--- src/rtl/zol_pkg.sv ---
package zol_pkg;
  typedef enum logic [1:0] {
    ST_IDLE = 2'd0,
    ST_FILL = 2'd1,
    ST_PREP = 2'd2,
    ST_PLAY = 2'd3
  } zol_state_e;

  localparam int CLS_W = 5;
  localparam logic [CLS_W-1:0] CLS_QUICK_A = 5'h19;
  localparam logic [CLS_W-1:0] CLS_QUICK_B = 5'h1B;
  localparam logic [CLS_W-1:0] CLS_QUICK_C = 5'h1F;

  // classes that shed one cycle when issued from the loop store
  function automatic logic is_quick(input logic [CLS_W-1:0] cls);
    return (cls == CLS_QUICK_A) || (cls == CLS_QUICK_B) || (cls == CLS_QUICK_C);
  endfunction
endpackage

--- src/rtl/zol_body_ram.sv ---
module zol_body_ram #(
  parameter int WORD_W = 16,
  parameter int AW     = 4,
  parameter int DEPTH  = 15
) (
  input  logic              clk_i,
  input  logic              we_i,
  input  logic [AW-1:0]     waddr_i,
  input  logic [WORD_W-1:0] wdata_i,
  input  logic [AW-1:0]     raddr_i,
  output logic [WORD_W-1:0] rdata_o
);
  logic [WORD_W-1:0] mem_q [DEPTH];

  always_ff @(posedge clk_i) begin
    if (we_i && (int'(waddr_i) < DEPTH)) mem_q[waddr_i] <= wdata_i;
  end

  assign rdata_o = (int'(raddr_i) < DEPTH) ? mem_q[raddr_i] : '0;
endmodule

--- src/rtl/zol_seq.sv ---
module zol_seq
  import zol_pkg::*;
#(
  parameter int NI_W      = 4,
  parameter int K_W       = 7,
  parameter int K_MIN     = 2,
  parameter int PREP_CYC  = 2
) (
  input  logic            clk_i,
  input  logic            rst_ni,
  input  logic            fetch_valid_i,
  input  logic            dec_is_loop_i,
  input  logic [NI_W-1:0] dec_ni_i,
  input  logic [K_W-1:0]  dec_k_i,
  input  logic            dec_eligible_i,
  output logic            we_o,
  output logic [NI_W-1:0] waddr_o,
  output logic [NI_W-1:0] raddr_o,
  output logic            play_o,
  output logic            prep_o,
  output logic            done_o,
  output logic            bad_o
);
  localparam int PC_W = $clog2(PREP_CYC + 1);

  zol_state_e      state_q;
  logic [NI_W-1:0] len_q, wptr_q, rptr_q;
  logic [K_W-1:0]  iters_q;
  logic [PC_W-1:0] prep_q;
  logic            valid_q, done_q, bad_q;
  logic            k_ok, start;

  assign k_ok  = dec_k_i >= K_W'(K_MIN);
  assign start = fetch_valid_i && dec_is_loop_i;

  always_ff @(posedge clk_i or negedge rst_ni) begin
    if (!rst_ni) begin
      state_q <= ST_IDLE;
      len_q   <= '0;
      wptr_q  <= '0;
      rptr_q  <= '0;
      iters_q <= '0;
      prep_q  <= '0;
      valid_q <= 1'b0;
      done_q  <= 1'b0;
      bad_q   <= 1'b0;
    end else begin
      done_q <= 1'b0;
      bad_q  <= 1'b0;
      case (state_q)
        ST_IDLE: begin
          if (start) begin
            if (!k_ok) begin
              bad_q <= 1'b1;
            end else if (dec_ni_i != '0) begin
              state_q <= ST_FILL;
              len_q   <= dec_ni_i;
              wptr_q  <= '0;
              iters_q <= dec_k_i - K_W'(1);
              valid_q <= 1'b0;
            end else if (valid_q) begin
              state_q <= ST_PREP;
              iters_q <= dec_k_i;
              rptr_q  <= '0;
              prep_q  <= '0;
            end else begin
              bad_q <= 1'b1;
            end
          end
        end
        ST_FILL: begin
          if (fetch_valid_i) begin
            if (!dec_eligible_i) begin
              state_q <= ST_IDLE;
              valid_q <= 1'b0;
              bad_q   <= 1'b1;
            end else if (wptr_q == len_q - NI_W'(1)) begin
              state_q <= ST_PLAY;
              rptr_q  <= '0;
              valid_q <= 1'b1;
            end else begin
              wptr_q <= wptr_q + NI_W'(1);
            end
          end
        end
        ST_PREP: begin
          if (prep_q == PC_W'(PREP_CYC - 1)) state_q <= ST_PLAY;
          else prep_q <= prep_q + PC_W'(1);
        end
        ST_PLAY: begin
          if (rptr_q == len_q - NI_W'(1)) begin
            rptr_q <= '0;
            if (iters_q == K_W'(1)) begin
              state_q <= ST_IDLE;
              done_q  <= 1'b1;
            end else begin
              iters_q <= iters_q - K_W'(1);
            end
          end else begin
            rptr_q <= rptr_q + NI_W'(1);
          end
        end
        default: state_q <= ST_IDLE;
      endcase
    end
  end

  assign we_o    = (state_q == ST_FILL) && fetch_valid_i && dec_eligible_i;
  assign waddr_o = wptr_q;
  assign raddr_o = rptr_q;
  assign play_o  = state_q == ST_PLAY;
  assign prep_o  = state_q == ST_PREP;
  assign done_o  = done_q;
  assign bad_o   = bad_q;
endmodule

--- src/rtl/zol_cache.sv ---
module zol_cache
  import zol_pkg::*;
#(
  parameter int WORD_W = 16,
  parameter int NI_W   = 4,
  parameter int K_W    = 7,
  parameter int K_MIN  = 2
) (
  input  logic              clk_i,
  input  logic              rst_ni,
  input  logic [WORD_W-1:0] fetch_word_i,
  input  logic              fetch_valid_i,
  input  logic              dec_is_loop_i,
  input  logic [NI_W-1:0]   dec_ni_i,
  input  logic [K_W-1:0]    dec_k_i,
  input  logic              dec_eligible_i,
  output logic [WORD_W-1:0] instr_o,
  output logic              instr_valid_o,
  output logic              from_cache_o,
  output logic              fast_o,
  output logic              fetch_hold_o,
  output logic              loop_done_o,
  output logic              invalid_o
);
  localparam int DEPTH    = (1 << NI_W) - 1;
  localparam int PREP_CYC = 2;

  logic              we, play, prep;
  logic [NI_W-1:0]   waddr, raddr;
  logic [WORD_W-1:0] rdata;

  zol_seq #(
    .NI_W(NI_W), .K_W(K_W), .K_MIN(K_MIN), .PREP_CYC(PREP_CYC)
  ) seq_i (
    .clk_i          (clk_i),
    .rst_ni         (rst_ni),
    .fetch_valid_i  (fetch_valid_i),
    .dec_is_loop_i  (dec_is_loop_i),
    .dec_ni_i       (dec_ni_i),
    .dec_k_i        (dec_k_i),
    .dec_eligible_i (dec_eligible_i),
    .we_o           (we),
    .waddr_o        (waddr),
    .raddr_o        (raddr),
    .play_o         (play),
    .prep_o         (prep),
    .done_o         (loop_done_o),
    .bad_o          (invalid_o)
  );

  zol_body_ram #(.WORD_W(WORD_W), .AW(NI_W), .DEPTH(DEPTH)) ram_i (
    .clk_i   (clk_i),
    .we_i    (we),
    .waddr_i (waddr),
    .wdata_i (fetch_word_i),
    .raddr_i (raddr),
    .rdata_o (rdata)
  );

  assign fetch_hold_o  = play || prep;
  assign from_cache_o  = play;
  assign instr_o       = play ? rdata : fetch_word_i;
  assign instr_valid_o = play || (!prep && fetch_valid_i);
  assign fast_o        = play && is_quick(rdata[WORD_W-1 -: CLS_W]);
endmodule

--- config.mk ---
export PLATFORM = sky130hd
export DESIGN_NAME = zol_cache
export DESIGN_NICKNAME = d
export VERILOG_FILES = /design/src/rtl/zol_pkg.sv /design/src/rtl/zol_body_ram.sv /design/src/rtl/zol_seq.sv /design/src/rtl/zol_cache.sv
export SDC_FILE = /design/constraint.sdc
export NUM_CORES = 1
export LEC_CHECK = 0
export ABC_AREA = 1
export BUFFER_PORTS_ARGS = -buffer_cell sky130_fd_sc_hd__buf_2
export CORE_MARGIN = 2
export CORE_UTILIZATION = 55
export CTS_CLUSTER_DIAMETER = 50
export DETAILED_ROUTE_END_ITERATION = 12
export GPL_TIMING_DRIVEN = 0
export PLACE_DENSITY = 0.73
export RECOVER_POWER = 25
export SLEW_MARGIN = 25
export SYNTH_ARGS = -nofsm -noshare
export SYNTH_HDL_FRONTEND = slang
export SYNTH_SLANG_ARGS = --single-unit
export TNS_END_PERCENT = 100
--- constraint.sdc ---
create_clock -name clk_i -period 3.31 [get_ports clk_i]
set_input_delay 0.8275 -clock clk_i [delete_from_list [all_inputs] [get_ports clk_i]]
set_output_delay 0.8275 -clock clk_i [all_outputs]
set_load 0.01 [all_outputs]
# Word level (Yosys, flattened, before mapping)
# Memory sizes are Yosys's and may differ from the RTL's.
# Cells that the tools add are included.
[word_totals]
n_memories = 1
input_bits = 32
word_cells = 130
output_inout_bits = 22
register_bits = 26
mem_bits_rw = 240
[classes]
add_sub_neg = 6
eq_ne = 26
muxes = 61
n_lt_le_gt_ge = 3
reduce_logical = 24
[memory_table]
columns = ["name", "words", "word_bits", "rd", "rd_ports_with_merged_regs", "write_ports", "line", "source"]
rows = [
  ["ram_i.mem_q", 15, 16, 1, 0, 1, "zol_body_ram.sv:13", "logic [WORD_W-1:0] mem_q [DEPTH];"],
]
[ops]
columns = ["cell", "n"]
rows = [
  ["4-bit two-way mux", 14],
  ["7-bit two-way mux", 6],
  ["16-bit two-way mux", 2],
  ["2-bit two-way mux", 15],
  ["6-bit AND reduction", 3],
  ["1-bit two-way mux", 17],
  ["2-bit by 1-bit inequality test with 1-bit output (second input constant)", 8],
  ["8-bit AND reduction", 2],
  ["5-bit == test (second input constant)", 3],
  ["7-bit one-hot mux with 2 select lines", 1],
  ["7-bit by 1-bit subtractor with 7-bit output (second input constant)", 2],
  ["2-bit inequality test (second input constant)", 6],
  ["4-bit one-hot mux with 3 select lines", 1],
  ["4-bit by 1-bit adder with 4-bit output (second input constant)", 2],
  ["4-bit == test", 2],
  ["4-bit less-than comparator (second input constant)", 2],
  ["2-bit one-hot mux with 4 select lines", 1],
  ["4-bit one-hot mux with 2 select lines", 1],
  ["7-bit by 1-bit == test with 1-bit output (second input constant)", 1],
  ["7-bit by 2-bit greater-or-equal comparator with 1-bit output (second input constant)", 1],
  ["7-bit AND reduction", 1],
  ["1-bit logical AND", 6],
  ["2-bit nonzero test", 3],
  ["2-bit by 1-bit == test with 1-bit output (second input constant)", 2],
  ["13 further kinds", 18],
]

# Longest topological paths before layout
# Gate-level depths: netlist of the first run.
[depth]
ltp_word = 6
depth_mapped = 14
depth_no_buf = 14

# Hierarchy
# A second synthesis of the first run with hierarchy kept.
[unflattened]
cells_unflattened = 1264
area_unflattened_um2 = 12383.1
[by_module_without_submodules]
columns = ["mod", "n_inst", "cells_each", "area_per_inst_um2", "seq_area_each_um2"]
rows = [
  ["zol_body_ram", 1, 929, 10133.5, 7206.9],
  ["zol_seq", 1, 275, 1975.6, 650.6],
  ["zol_cache", 1, 60, 274.0, 0.0],
]

# Worst setup path before layout of the first run
# OpenSTA, ideal clock, no wires.
[synth_path]
kind = "input port to flip-flop"
start = "input port dec_eligible_i"
end = "memory ram_i.mem_q[11][0] (enable)"
stages = 4
setup_slack_ns = 0.650
path_buffers = 0
arrival_ns = 2.250
t_required_ns = 2.901
setup_time_ns = 0.409
path_cell_list = "nand2_1 -> inv_1 -> o211ai_1 -> nor3_1"
[synth_via]
elab_chain_cells = 4
[synth_lines]
columns = ["element", "line", "source"]
rows = [
  ["from (decl)", "zol_cache.sv:16", "input logic dec_eligible_i,"],
  ["1-bit logical AND", "zol_seq.sv:108", "assign we_o = (state_q == ST_FILL) && fetch_valid_i && dec_eligible_i;"],
  ["1-bit logical AND", "zol_body_ram.sv:16", "if (we_i && (int'(waddr_i) < DEPTH)) mem_q[waddr_i] <= wdata_i;"],
  ["1-bit two-way mux", "zol_body_ram.sv:16", ""],
  ["1-bit two-way mux (implied by the code)", "zol_body_ram.sv:16", ""],
  ["to (decl)", "zol_body_ram.sv:13", ""],
]
# Every way passes these cells.

# Final worst setup path of the first run
[layout_path]
start = "register seq_i.rptr_q[0] (netlist: seq_i.raddr_o[0])"
end = "output port instr_o[3]"
[layout_via]
elab_chain_cells = 3
elab_cells_between_ends = 4
classes_between = "order compare (1); mux (2); memory (1)"
[layout_lines]
columns = ["element", "line", "source"]
rows = [
  ["from (decl)", "zol_seq.sv:27", "logic [NI_W-1:0] len_q, wptr_q, rptr_q;"],
  ["from (signal assigned)", "zol_seq.sv:100", "rptr_q <= rptr_q + NI_W'(1);"],
  ["memory read 15 x 16 bit or 4-bit less-than comparator (tied branches)", "--", ""],
  ["16-bit two-way mux *", "zol_body_ram.sv:19", "assign rdata_o = (int'(raddr_i) < DEPTH) ? mem_q[raddr_i] : '0;"],
  ["16-bit two-way mux *", "zol_cache.sv:62", "assign instr_o = play ? rdata : fetch_word_i;"],
  ["to (decl)", "zol_cache.sv:17", "output logic [WORD_W-1:0] instr_o,"],
]
# Every way passes the cells marked *; elsewhere a longest branch is shown, timed or not.

==> results of run 1 <==
-- metrics by stage --
step / hold WS, ns / utilization / TNS, ns / instance area [sq um]
CTS: 0.295 / 0.651 / 0 / 13700
detailed placement: 0.464 / 0.599 / 0 / 12600
global route: 0.329 / 0.653 / 0 / 13700
global placement: 0.461 / 0.589 / -46.71 / 12400
floorplan: 0.442 / - / 0 / 11800
finish: 0.283 / 0.653 / 0 / 13700
-- worst max-delay path by stage --
stage                                 from                 end  cells after the start
final                     seq_i.raddr_o[0]          instr_o[3]                     10
after global routing      seq_i.raddr_o[0]          instr_o[5]                      8
after CTS                 seq_i.state_q[0]          instr_o[1]                      8
after detailed placement  seq_i.state_q[0]          instr_o[1]                      8
after global placement      dec_eligible_i   ram_i.mem_q[7][8]                      5
after floorplan             dec_eligible_i  ram_i.mem_q[11][0]                      4
-- kinds of logic after synthesis --
logic type	after synthesis
fa+ha+maj	15
simple gates	488
buf+inv	110
xor+xnor	3
flops	266
compound gates	209
-- registers in the layout, summed over array words and instances (netlist names) --
signal	flops
seq_i.bad_o	1
seq_i.raddr_o	4
seq_i.state_q	2
seq_i.valid_q	1
seq_i.len_q	4
seq_i.prep_q	2
ram_i.mem_q	240
seq_i.waddr_o	4
seq_i.done_o	1
seq_i.iters_q	7
-- layout by cell type, fill, tap and decap left out, types with 15 or more instances in the layout --
master and n:
inv_1 51, nand2_1 212, o22ai_1 25, clkbuf_1 22
o21ai_0 112, dfrtp_1 25, nand3_1 89, buf_4 19
nor2_1 153, o211ai_1 21, buf_2 52, a21oi_1 23
clkbuf_16 31, edfxtp_1 240, ha_1 15
-- layer usage --
layer	global-route usage	up-vias	wire length, um
li1	-	4047	-
met1	0.389	4274	12500
met2	0.457	436	14800
met3	0.0364	75	2560
met4	0.0991	0	987
met5	0	-	0
-- synthesized netlist by cell type, types with 2 or more instances --
library cell / number
edfxtp_1: 240
nand2_1: 212
nor2_1: 165
o21ai_0: 112
nand3_1: 89
inv_1: 51
dfrtp_1: 26
o22ai_1: 25
a21oi_1: 24
o211ai_1: 21
buf_2: 20
clkbuf_1: 16
ha_1: 15
o21ai_1: 12
buf_4: 9
buf_6: 6
nand4_1: 6
nor3_1: 5
a31oi_1: 4
inv_2: 4
nor2_2: 4
o31ai_1: 4
buf_1: 3
nand2_2: 3
a22oi_1: 2
o21ai_2: 2
xor2_1: 2
-- power by group through the flow --
stage,clock network [W],logic [W],registers (W)
floorplan,0,0.00180,0.00397
global placement,0,0.00253,0.00400
detailed placement,0,0.00262,0.00400
CTS,0.00356,0.00264,0.00394
global route,0.00370,0.00300,0.00396
finish,0.00354,0.00270,0.00394
-- what timing repair did --
action                                  CTS  global route
resized for setup                        15            27
setup buffers                             0             1
cloned                                    0             0
endpoints found under the setup margin   13            13
-- cell type report --
class | instances | area (sq um) | share of cell area
diodes | 1 | 2.50 | 0.000182
plain buffers | 53 | 365 | 0.0266
clock buffers | 38 | 802 | 0.0584
clock inverters | 19 | 265 | 0.0193
inverters | 56 | 215 | 0.0157
multi-input cells | 715 | 3470 | 0.253
flip-flops and latches | 266 | 7860 | 0.573
well taps | 275 | 344 | 0.0251
repair buffers | 68 | 398 | 0.0290
==> impl_metrics.env, run 1 <==
export IMPL_insertion_delay_ns=0.56
export IMPL_cts_max_level=1
export IMPL_synth_area_leaders="edfxtp_1 61%, nand2_1 6.8%, dfrtp_1 5.5%, nor2_1 5.3%, o21ai_0 4.8%"
export IMPL_synth_fa_ha_area_frac=0.0159
export IMPL_vias=8832
export IMPL_p_leak_nw=5.28
export IMPL_synthDistinctLibCells=36
export IMPL_routed_via_density=5.92
export IMPL_place_ws_ns=0.224
export IMPL_grtUsageTotal=0.279
export IMPL_slew_viol_final=0
export IMPL_wl_um=30800
export IMPL_synth_top_flop_cell="edfxtp_1"
export IMPL_yosys_area_top_type="edfxtp_1"
export IMPL_powerDensity_nw_per_um2=742
export IMPL_cp_required_ns=2.48
export IMPL_slew_headroom=0.478
export IMPL_cts_buffers=31
export IMPL_path_clk_slew_ns=0.06
export IMPL_outcome="finished, final reports clean"
export IMPL_areaGrowthSynthToFinish_pct=16.6
export IMPL_synth_seq_area_share=0.668
export IMPL_yosysWarnings=0
export IMPL_critical_path_cell_chain="inv_4 -> buf_4 -> clkbuf_4 -> nor2_1 -> o22ai_1 -> nand2_1 -> nand3_1 -> nand3_1 -> nand2_1 -> buf_2"
export IMPL_ys_ff_latch=266
export IMPL_synth_mux_area_frac=0
export IMPL_fmax_mhz=308
export IMPL_clkSinkCount=266
export IMPL_rsz0062_at_grt="no"
export IMPL_crit_arrival_ns=2.42
export IMPL_p_switching_w=0.00330
export IMPL_core_area_sq_um=21000
export IMPL_pwr_share_seq=0.387
export IMPL_drv_cap=0
export IMPL_io_pins=54
export IMPL_syn_area_sq_um=11800
export IMPL_rrSetupSlack_ns=0.47
export IMPL_first_global_vias=8367
export IMPL_crit_fanout=10
export IMPL_cts_root_buf="clkbuf_16"
export IMPL_dr_pass1_iters=6
export IMPL_synth_top_cell_area_share=0.612
export IMPL_grt_overflow=0
export IMPL_min_period_ns=3.25
export IMPL_antenna_found_initial=1
export IMPL_die_w_um=150
export IMPL_drc=0
export IMPL_slowest_delay_ns=0.47
export IMPL_final_setup_viol_count=0
export IMPL_path_buf_inv=4
export IMPL_drtIter0Drc=1057
export IMPL_ff2ff_path_depth=9
export IMPL_nFillCells=1559
export IMPL_swShare=0.324
export IMPL_grt_max_degree=27
export IMPL_async_flop_share=0.0977
export IMPL_fp_dieH_um=150
export IMPL_period_share=0.982
export IMPL_synthXorXnorAreaFrac=0.00223
export IMPL_ctsHoldBuffers=0
export IMPL_fin_nets=1238
export IMPL_placed_cells=1433
export IMPL_ir_drop_mv=0.622
export IMPL_combPwrFrac=0.265
export IMPL_cts_tree="built"
export IMPL_wl_per_cell_um=20.7
export IMPL_antenna_left=0
export IMPL_worst_slack_ns=0.0605
export IMPL_worstSetupEndpointType="output pin"
export IMPL_die_area_sq_um=22600
export IMPL_p_clk_frac=0.348
export IMPL_hold_viol=0
export IMPL_crit_slowest_cell="dfrtp_2"
export IMPL_initial_utilization=0.560
export IMPL_synth_compound_area_frac=0.0991
export IMPL_instances_no_fill=1491
export IMPL_placementRows=53
export IMPL_p_total_w=0.0102
export IMPL_worstMarginPinSlew_ns=0.783
export IMPL_clk_path_buf_depth=3
export IMPL_port_buffers=53
export IMPL_hpwlAfterDp_um=20200
export IMPL_synth_top_family_by_area="simple AND/OR/NAND/NOR gates"
export IMPL_r2r_end="ram_i.mem_q[1][6]"
export IMPL_synth_edf_count=240
export IMPL_rr_startpoint="seq_i.state_q[1]"
export IMPL_hp_class="input port to asynchronous set/reset pin"
export IMPL_synthCells=1091
export IMPL_p_int_w=0.00688
export IMPL_cp_top_family="buffers and inverters"
export IMPL_start_kind="flip-flop"
export IMPL_drive_gt1_frac=0.155
export IMPL_avgSynthCellArea_sq_um=10.8
export IMPL_grt_pass1_wl_um=47300
export IMPL_gp_congestion=0.894
export IMPL_skew_ns=0.0234
export IMPL_critPathKind="flip-flop to output pin"
export IMPL_synthesis_nets=1138
export IMPL_yosys_area_share_simple=0.171
(Power assumes the default switching activity.)
==> run 2, diff against run 1 <==
--- a/config.mk
+++ b/config.mk
@@ -5,14 +5,16 @@
 export SDC_FILE = /design/constraint.sdc
 export NUM_CORES = 1
 export LEC_CHECK = 0
-export ABC_AREA = 1
+export ABC_AREA = 0
 export BUFFER_PORTS_ARGS = -buffer_cell sky130_fd_sc_hd__buf_2
+export CELL_PAD_IN_SITES_DETAIL_PLACEMENT = 0
+export CELL_PAD_IN_SITES_GLOBAL_PLACEMENT = 1
 export CORE_MARGIN = 2
-export CORE_UTILIZATION = 55
+export CORE_UTILIZATION = 53
 export CTS_CLUSTER_DIAMETER = 50
 export DETAILED_ROUTE_END_ITERATION = 12
 export GPL_TIMING_DRIVEN = 0
-export PLACE_DENSITY = 0.73
+export PLACE_DENSITY_LB_ADDON = 0.1
 export RECOVER_POWER = 25
 export SLEW_MARGIN = 25
 export SYNTH_ARGS = -nofsm -noshare
==> impl_metrics.env, run 2 <==
export IMPL_outcome="complete, but fails checks"
export IMPL_violations="negative setup slack"
export IMPL_cts_buffers=31
export IMPL_grt_pass1_wl_um=41100
export IMPL_final_setup_viol_count=16
export IMPL_slew_viol_final=0
export IMPL_crit_arrival_ns=2.71
export IMPL_synthDistinctLibCells=59
export IMPL_hold_viol=0
export IMPL_cts_root_buf="clkbuf_16"
export IMPL_grt_max_degree=27
export IMPL_cp_depth=9
export IMPL_synth_top_flop_cell="edfxtp_1"
export IMPL_fin_setup_tns_ns=-3.04
export IMPL_crit_slowest_cell="mux4_2"
export IMPL_core_area_sq_um=21200
export IMPL_fmax_mhz=283
export IMPL_routed_via_density=6.19
export IMPL_min_period_ns=3.54
export IMPL_p_leak_nw=4.71
export IMPL_slowest_delay_ns=0.50
export IMPL_vias=6705
export IMPL_synth_edf_count=240
export IMPL_wl_per_cell_um=25.6
export IMPL_insertion_delay_ns=0.55
export IMPL_initial_utilization=0.542
export IMPL_cp_required_ns=2.48
export IMPL_path_buf_inv=6
export IMPL_synth_area_leaders="edfxtp_1 63%, mux4_2 12%, dfrtp_1 5.7%, ha_1 1.6%, mux2i_1 1.6%"
export IMPL_synth_top_cell_area_share=0.628
export IMPL_wl_met2_um=13100
export IMPL_cp_top_family="multiplexers"
export IMPL_yosysWarnings=0
export IMPL_critical_path_cell_chain="buf_6 -> buf_12 -> buf_12 -> buf_16 -> mux4_2 -> mux4_2 -> inv_2 -> o2bb2ai_4 -> buf_6"
export IMPL_placementRows=53
export IMPL_die_area_sq_um=22800
export IMPL_clkSinkCount=266
export IMPL_regArea_sq_um=7860
export IMPL_largest_register_ffs=240
export IMPL_instances_no_fill=1084
export IMPL_yosysMostFrequentCell="edfxtp_1"
export IMPL_wl_met3_um=2180
export IMPL_rsz0062_at_grt="yes"
export IMPL_grtUsageTotal=0.253
export IMPL_slew_headroom=0.411
export IMPL_synthCells=668
export IMPL_worstMarginPinSlew_ns=0.872
export IMPL_drc=0
export IMPL_first_global_vias=6556
export IMPL_ctsHoldBuffers=0
export IMPL_top_layer="met4"
export IMPL_gp_congestion=0.809
export IMPL_drv_cap=0
export IMPL_yosys_area_top_type="edfxtp_1"
export IMPL_grt_overflow=0
export IMPL_largest_register="ram_i.mem_q"
export IMPL_path_clk_slew_ns=0.06
export IMPL_die_w_um=151
export IMPL_worstSetupEndpointType="output pin"
export IMPL_multi_input_area_sq_um=3500
export IMPL_ir_drop_mv=0.469
export IMPL_synth_commonest_cells="240 x edfxtp_1, 60 x mux4_2, 42 x nand2_1"
export IMPL_skew_ns=0.0134
export IMPL_powerDensity_nw_per_um2=806
export IMPL_reg_top3="ram_i.mem_q: 240 flops, seq_i.iters_q: 7 flops"
export IMPL_wl_um=27800
export IMPL_async_flop_share=0.0977
export IMPL_antenna_found_initial=0
export IMPL_critPathKind="flip-flop to output pin"
export IMPL_syn_area_sq_um=11500
export IMPL_ys_ff_latch=266
export IMPL_final_cell_mix="240 x edfxtp_1, 60 x mux4_2, 44 x buf_2"
export IMPL_hp_class="input port to asynchronous set/reset pin"
export IMPL_nFillCells=1450
export IMPL_avgSynthCellArea_sq_um=17.2
export IMPL_areaGrowthSynthToFinish_pct=21.4
export IMPL_period_share=1.07
export IMPL_port_buffers=53
export IMPL_p_total_w=0.0112
export IMPL_final_common_cell="edfxtp_1"
export IMPL_hpwlAfterDp_um=17500
export IMPL_place_area_sq_um=12400
export IMPL_clk_path_buf_depth=3
export IMPL_dr_pass1_iters=7
export IMPL_diodes=0
export IMPL_start_kind="flip-flop"
export IMPL_fin_nets=834
export IMPL_drt_met1_wl_um=12000
export IMPL_drive_gt1_frac=0.334
export IMPL_fp_dieH_um=151
export IMPL_cts_tree="built"
export IMPL_ff2ff_path_depth=7
export IMPL_cts_max_level=1
export IMPL_synthesis_nets=715
export IMPL_fin_area_sq_um=13900
export IMPL_synth_seq_area_share=0.685
export IMPL_worst_slack_ns=-0.226
export IMPL_drtIter0Drc=530
export IMPL_io_pins=54
export IMPL_placed_cells=1011
export IMPL_hold_ws_ns=0.296
export IMPL_antenna_left=0
export IMPL_crit_fanout=6
==> run 2: cell count changes in the layout (fill, tap and decap cells not counted), sizes merged, moves of 16 or more <==
cell | previous run | this run
mux2i | 0 | 18
inv | 61 | 36
nor2 | 170 | 21
o22ai | 25 | 3
nand3 | 90 | 10
o211ai | 21 | 5
o21ai | 126 | 28
nand2 | 215 | 42
mux4 | 0 | 60
a21oi | 24 | 8
==> run 2: logic make-up (layout without fill, tap and decap cells) <==
group,count (synthesis),after routing,synth area share
DFF,266,266,0.685
and+or+nand+nor,122,122,0.0531
AOI/OAI and AO/OA,95,95,0.0589
muxes,88,88,0.143
buffers and inverters,69,210,0.0283
adders and majority gates,15,15,0.0164
xor gates and xnor gates,13,13,0.0149
==> run 2: final cells by class <==
class / instances / share of cell area
clock inverter: 19 / 0.0129
multi-input combinational: 333 / 0.252
clock buffer: 36 / 0.0571
inverter: 33 / 0.00898
tap: 275 / 0.0247
timing repair buffer: 87 / 0.0527
buffer: 35 / 0.0277
sequential: 266 / 0.564
==> run 2: metal layers <==
layer	GRT usage	vias to the layer above
met5	0	-
met3	0.0428	43
met4	0.0664	0
met2	0.386	305
met1	0.384	3421
li1	-	2936
==> run 2: worst register-to-register path: cells and delay by family (launching register included) <==
| family | cells | cell delay, ns |
|---|---|---|
| and+or+nand+nor | 4 | 1.31 |
| DFF | 1 | 0.43 |
| buffers and inverters | 2 | 0.42 |
| adders and majority gates | 1 | 0.16 |
==> run 2: final timing paths <==
kind                                  start                  to  slack, ns
setup / recovery           seq_i.raddr_o[0]          instr_o[9]      -0.23
setup reg to reg           seq_i.state_q[1]  ram_i.mem_q[2][11]       0.67
hold reg to reg             seq_i.prep_q[1]     seq_i.prep_q[1]       0.54
min in group clk_i          seq_i.prep_q[1]     seq_i.prep_q[1]       0.54
hold / removal                       rst_ni    seq_i.iters_q[5]       0.30
max in group asynchronous            rst_ni    seq_i.state_q[0]       2.59
==> run 2: stage by stage <==
stage / util / worst slack (ns)
final: 0.658 / -0.226
after global routing: 0.658 / -0.312
after CTS: 0.653 / -0.255
after detailed placement: 0.585 / -0.456
after global placement: 0.571 / -1.33
after floorplan: - / 0.390
==> run 2: power by group <==
group	switching (W)	total, W	internal (W)	leakage [nW]
sequential	0.000148	0.00398	0.00384	2.48
clock	0.00135	0.00324	0.00189	0.477
combinational	0.00204	0.00400	0.00196	1.75
total	0.00354	0.0112	0.00769	4.71
==> run 2: timing repair <==
item | CTS | global route
setup buffers | 12 | 3
setup endpoints to repair | 18 | 18
gates resized for setup | 77 | 27
pin swaps | 5 | 0
cloned | 3 | 2
hold endpoints to repair | 0 | 0
==> run 3, diff against run 2 <==
--- a/config.mk
+++ b/config.mk
@@ -6,13 +6,13 @@
 export NUM_CORES = 1
 export LEC_CHECK = 0
 export ABC_AREA = 0
-export BUFFER_PORTS_ARGS = -buffer_cell sky130_fd_sc_hd__buf_2
 export CELL_PAD_IN_SITES_DETAIL_PLACEMENT = 0
 export CELL_PAD_IN_SITES_GLOBAL_PLACEMENT = 1
 export CORE_MARGIN = 2
-export CORE_UTILIZATION = 53
+export CORE_UTILIZATION = 55
 export CTS_CLUSTER_DIAMETER = 50
 export DETAILED_ROUTE_END_ITERATION = 12
+export DONT_BUFFER_PORTS = 1
 export GPL_TIMING_DRIVEN = 0
 export PLACE_DENSITY_LB_ADDON = 0.1
 export RECOVER_POWER = 25
==> impl_metrics.env, run 3 (synthesis gave the netlist of run 2 again) <==
export IMPL_diodes=0
export IMPL_min_period_ns=3.43
export IMPL_drv_cap=1
export IMPL_io_pins=54
export IMPL_worstSetupEndpointType="output pin"
export IMPL_clkSinkCount=266
export IMPL_powerDensity_nw_per_um2=810
export IMPL_drive_gt1_frac=0.297
export IMPL_dr_pass1_iters=5
export IMPL_largest_register_ffs=240
export IMPL_cp_required_ns=2.48
export IMPL_period_share=1.04
export IMPL_cts_buffers=31
export IMPL_clk_path_buf_depth=3
export IMPL_slew_viol_final=27
export IMPL_skew_ns=0.00918
export IMPL_core_area_sq_um=20400
export IMPL_violations="max-capacitance violations, max-slew violations, negative setup slack"
export IMPL_final_common_cell="edfxtp_1"
export IMPL_fin_area_sq_um=13500
export IMPL_slew_headroom=-0.0290
export IMPL_cts_root_buf="clkbuf_16"
export IMPL_crit_arrival_ns=2.60
export IMPL_port_buffers=0
export IMPL_worstMarginPinSlew_ns=1.54
export IMPL_routed_via_density=6.33
export IMPL_crit_fanout=10
export IMPL_hpwlAfterDp_um=17500
export IMPL_wl_um=27400
export IMPL_fp_dieH_um=148
export IMPL_final_setup_viol_count=13
export IMPL_drc=0
export IMPL_outcome="complete, but fails checks"
export IMPL_start_kind="flip-flop"
export IMPL_critPathKind="flip-flop to output pin"
export IMPL_grt_max_degree=27
export IMPL_reg_top3="ram_i.mem_q: 240 flops, seq_i.iters_q: 7 flops"
export IMPL_drtIter0Drc=568
export IMPL_antenna_found_initial=0
export IMPL_largest_register="ram_i.mem_q"
export IMPL_rsz0062_at_grt="yes"
export IMPL_final_core_util=0.665
export IMPL_cts_max_level=1
export IMPL_place_area_sq_um=12100
export IMPL_worst_slack_ns=-0.118
export IMPL_path_clk_slew_ns=0.06
export IMPL_grt_overflow=0
export IMPL_cts_tree="built"
export IMPL_fin_nets=777
export IMPL_grt_pass1_wl_um=41300
export IMPL_hold_viol=0
export IMPL_insertion_delay_ns=0.56
export IMPL_p_leak_nw=4.48
export IMPL_die_w_um=148
export IMPL_areaGrowthSynthToFinish_pct=18.0
export IMPL_die_area_sq_um=22000
export IMPL_grtUsageTotal=0.257
export IMPL_hp_class="input port to flip-flop"
export IMPL_vias=6491
export IMPL_place_ws_ns=-0.230
export IMPL_initial_utilization=0.563
export IMPL_placementRows=52
export IMPL_first_global_vias=6617
export IMPL_fin_setup_tns_ns=-1.18
export IMPL_gp_congestion=0.860
export IMPL_wl_per_cell_um=26.8
export IMPL_ir_drop_mv=0.580
export IMPL_antenna_left=0
export IMPL_fmax_mhz=292
export IMPL_final_cell_mix="240 x edfxtp_1, 60 x mux4_2, 41 x nand2_1"
[run 3: changes by cell type in the layout (fill, tap and decap cells not counted), sizes merged]
cell    previous run  this run
clkbuf            63        51
inv               36        37
clkinv            13        12
bufinv             2         4
buf               95        51
[run 3: repair_timing]
item / 4_1_cts / 5_1_grt
hold endpoints to repair: 26 / 0
endpoints found under the setup margin: 18 / 17
pin swaps: 2 / 1
gates resized for setup: 82 / 11
gates cloned: 2 / 0
setup buffers: 6 / 5
hold buffers: 1 / 0
[run 3: area by class of cell]
cell class | instances | area, sq um
plain buffers | 35 | 345
well taps | 270 | 338
fillers | 1366 | 6830
clock buffers | 37 | 798
flip-flops and latches | 266 | 7860
clock inverters | 21 | 236
multi-input cells | 333 | 3510
inverters | 33 | 125
repair buffers | 30 | 325
[run 3: final timing paths]
check / start / depth (start not counted) / slack, ns / end
hold / removal: fetch_word_i[15] / 0 / 0.36 / ram_i.mem_q[5][15]
setup / recovery: seq_i.raddr_o[0] / 7 / -0.12 / instr_o[3]
max in group asynchronous: rst_ni / 1 / 1.76 / seq_i.prep_q[1]
hold reg to reg: seq_i.iters_q[1] / 1 / 0.55 / seq_i.iters_q[1]
setup reg to reg: seq_i.state_q[1] / 8 / 0.39 / ram_i.mem_q[1][5]
min in group asynchronous: rst_ni / 1 / 0.65 / seq_i.bad_o
[run 3: worst max-delay path: stages, from the launching register on]
cell and delay, ns:
dfrtp_1 0.37, buf_6 0.16, buf_12 0.16, buf_12 0.17, mux4_2 0.52, mux4_2 0.49, inv_2 0.07, o2bb2ai_2 0.08
[run 3: routing by layer]
| layer | vias up | global-route usage | wire [um] |
|---|---|---|---|
| met4 | 0 | 0.0452 | 398 |
| met1 | 3369 | 0.370 | 11300 |
| met3 | 41 | 0.0417 | 2000 |
| met2 | 264 | 0.427 | 13700 |
| met5 | - | 0 | 0 |
| li1 | 2817 | - | - |
[run 3: metrics by stage]
step	cells	hold slack, ns	power (W)
3_5_place_dp	954	0.529	0.00708
3_3_place_gp	938	0.510	0.00699
2_1_floorplan	668	0.496	0.00630
4_1_cts	1020	0.0852	0.0109
5_1_grt	1025	0.347	0.0114
6_report	1025	0.364	0.0110
[run 3: power by group]
part / internal (W) / total, W / leakage, nW / switching (W)
logic: 0.00169 / 0.00357 / 1.49 / 0.00187
clock network: 0.00205 / 0.00342 / 0.502 / 0.00137
registers: 0.00384 / 0.00398 / 2.48 / 0.000145
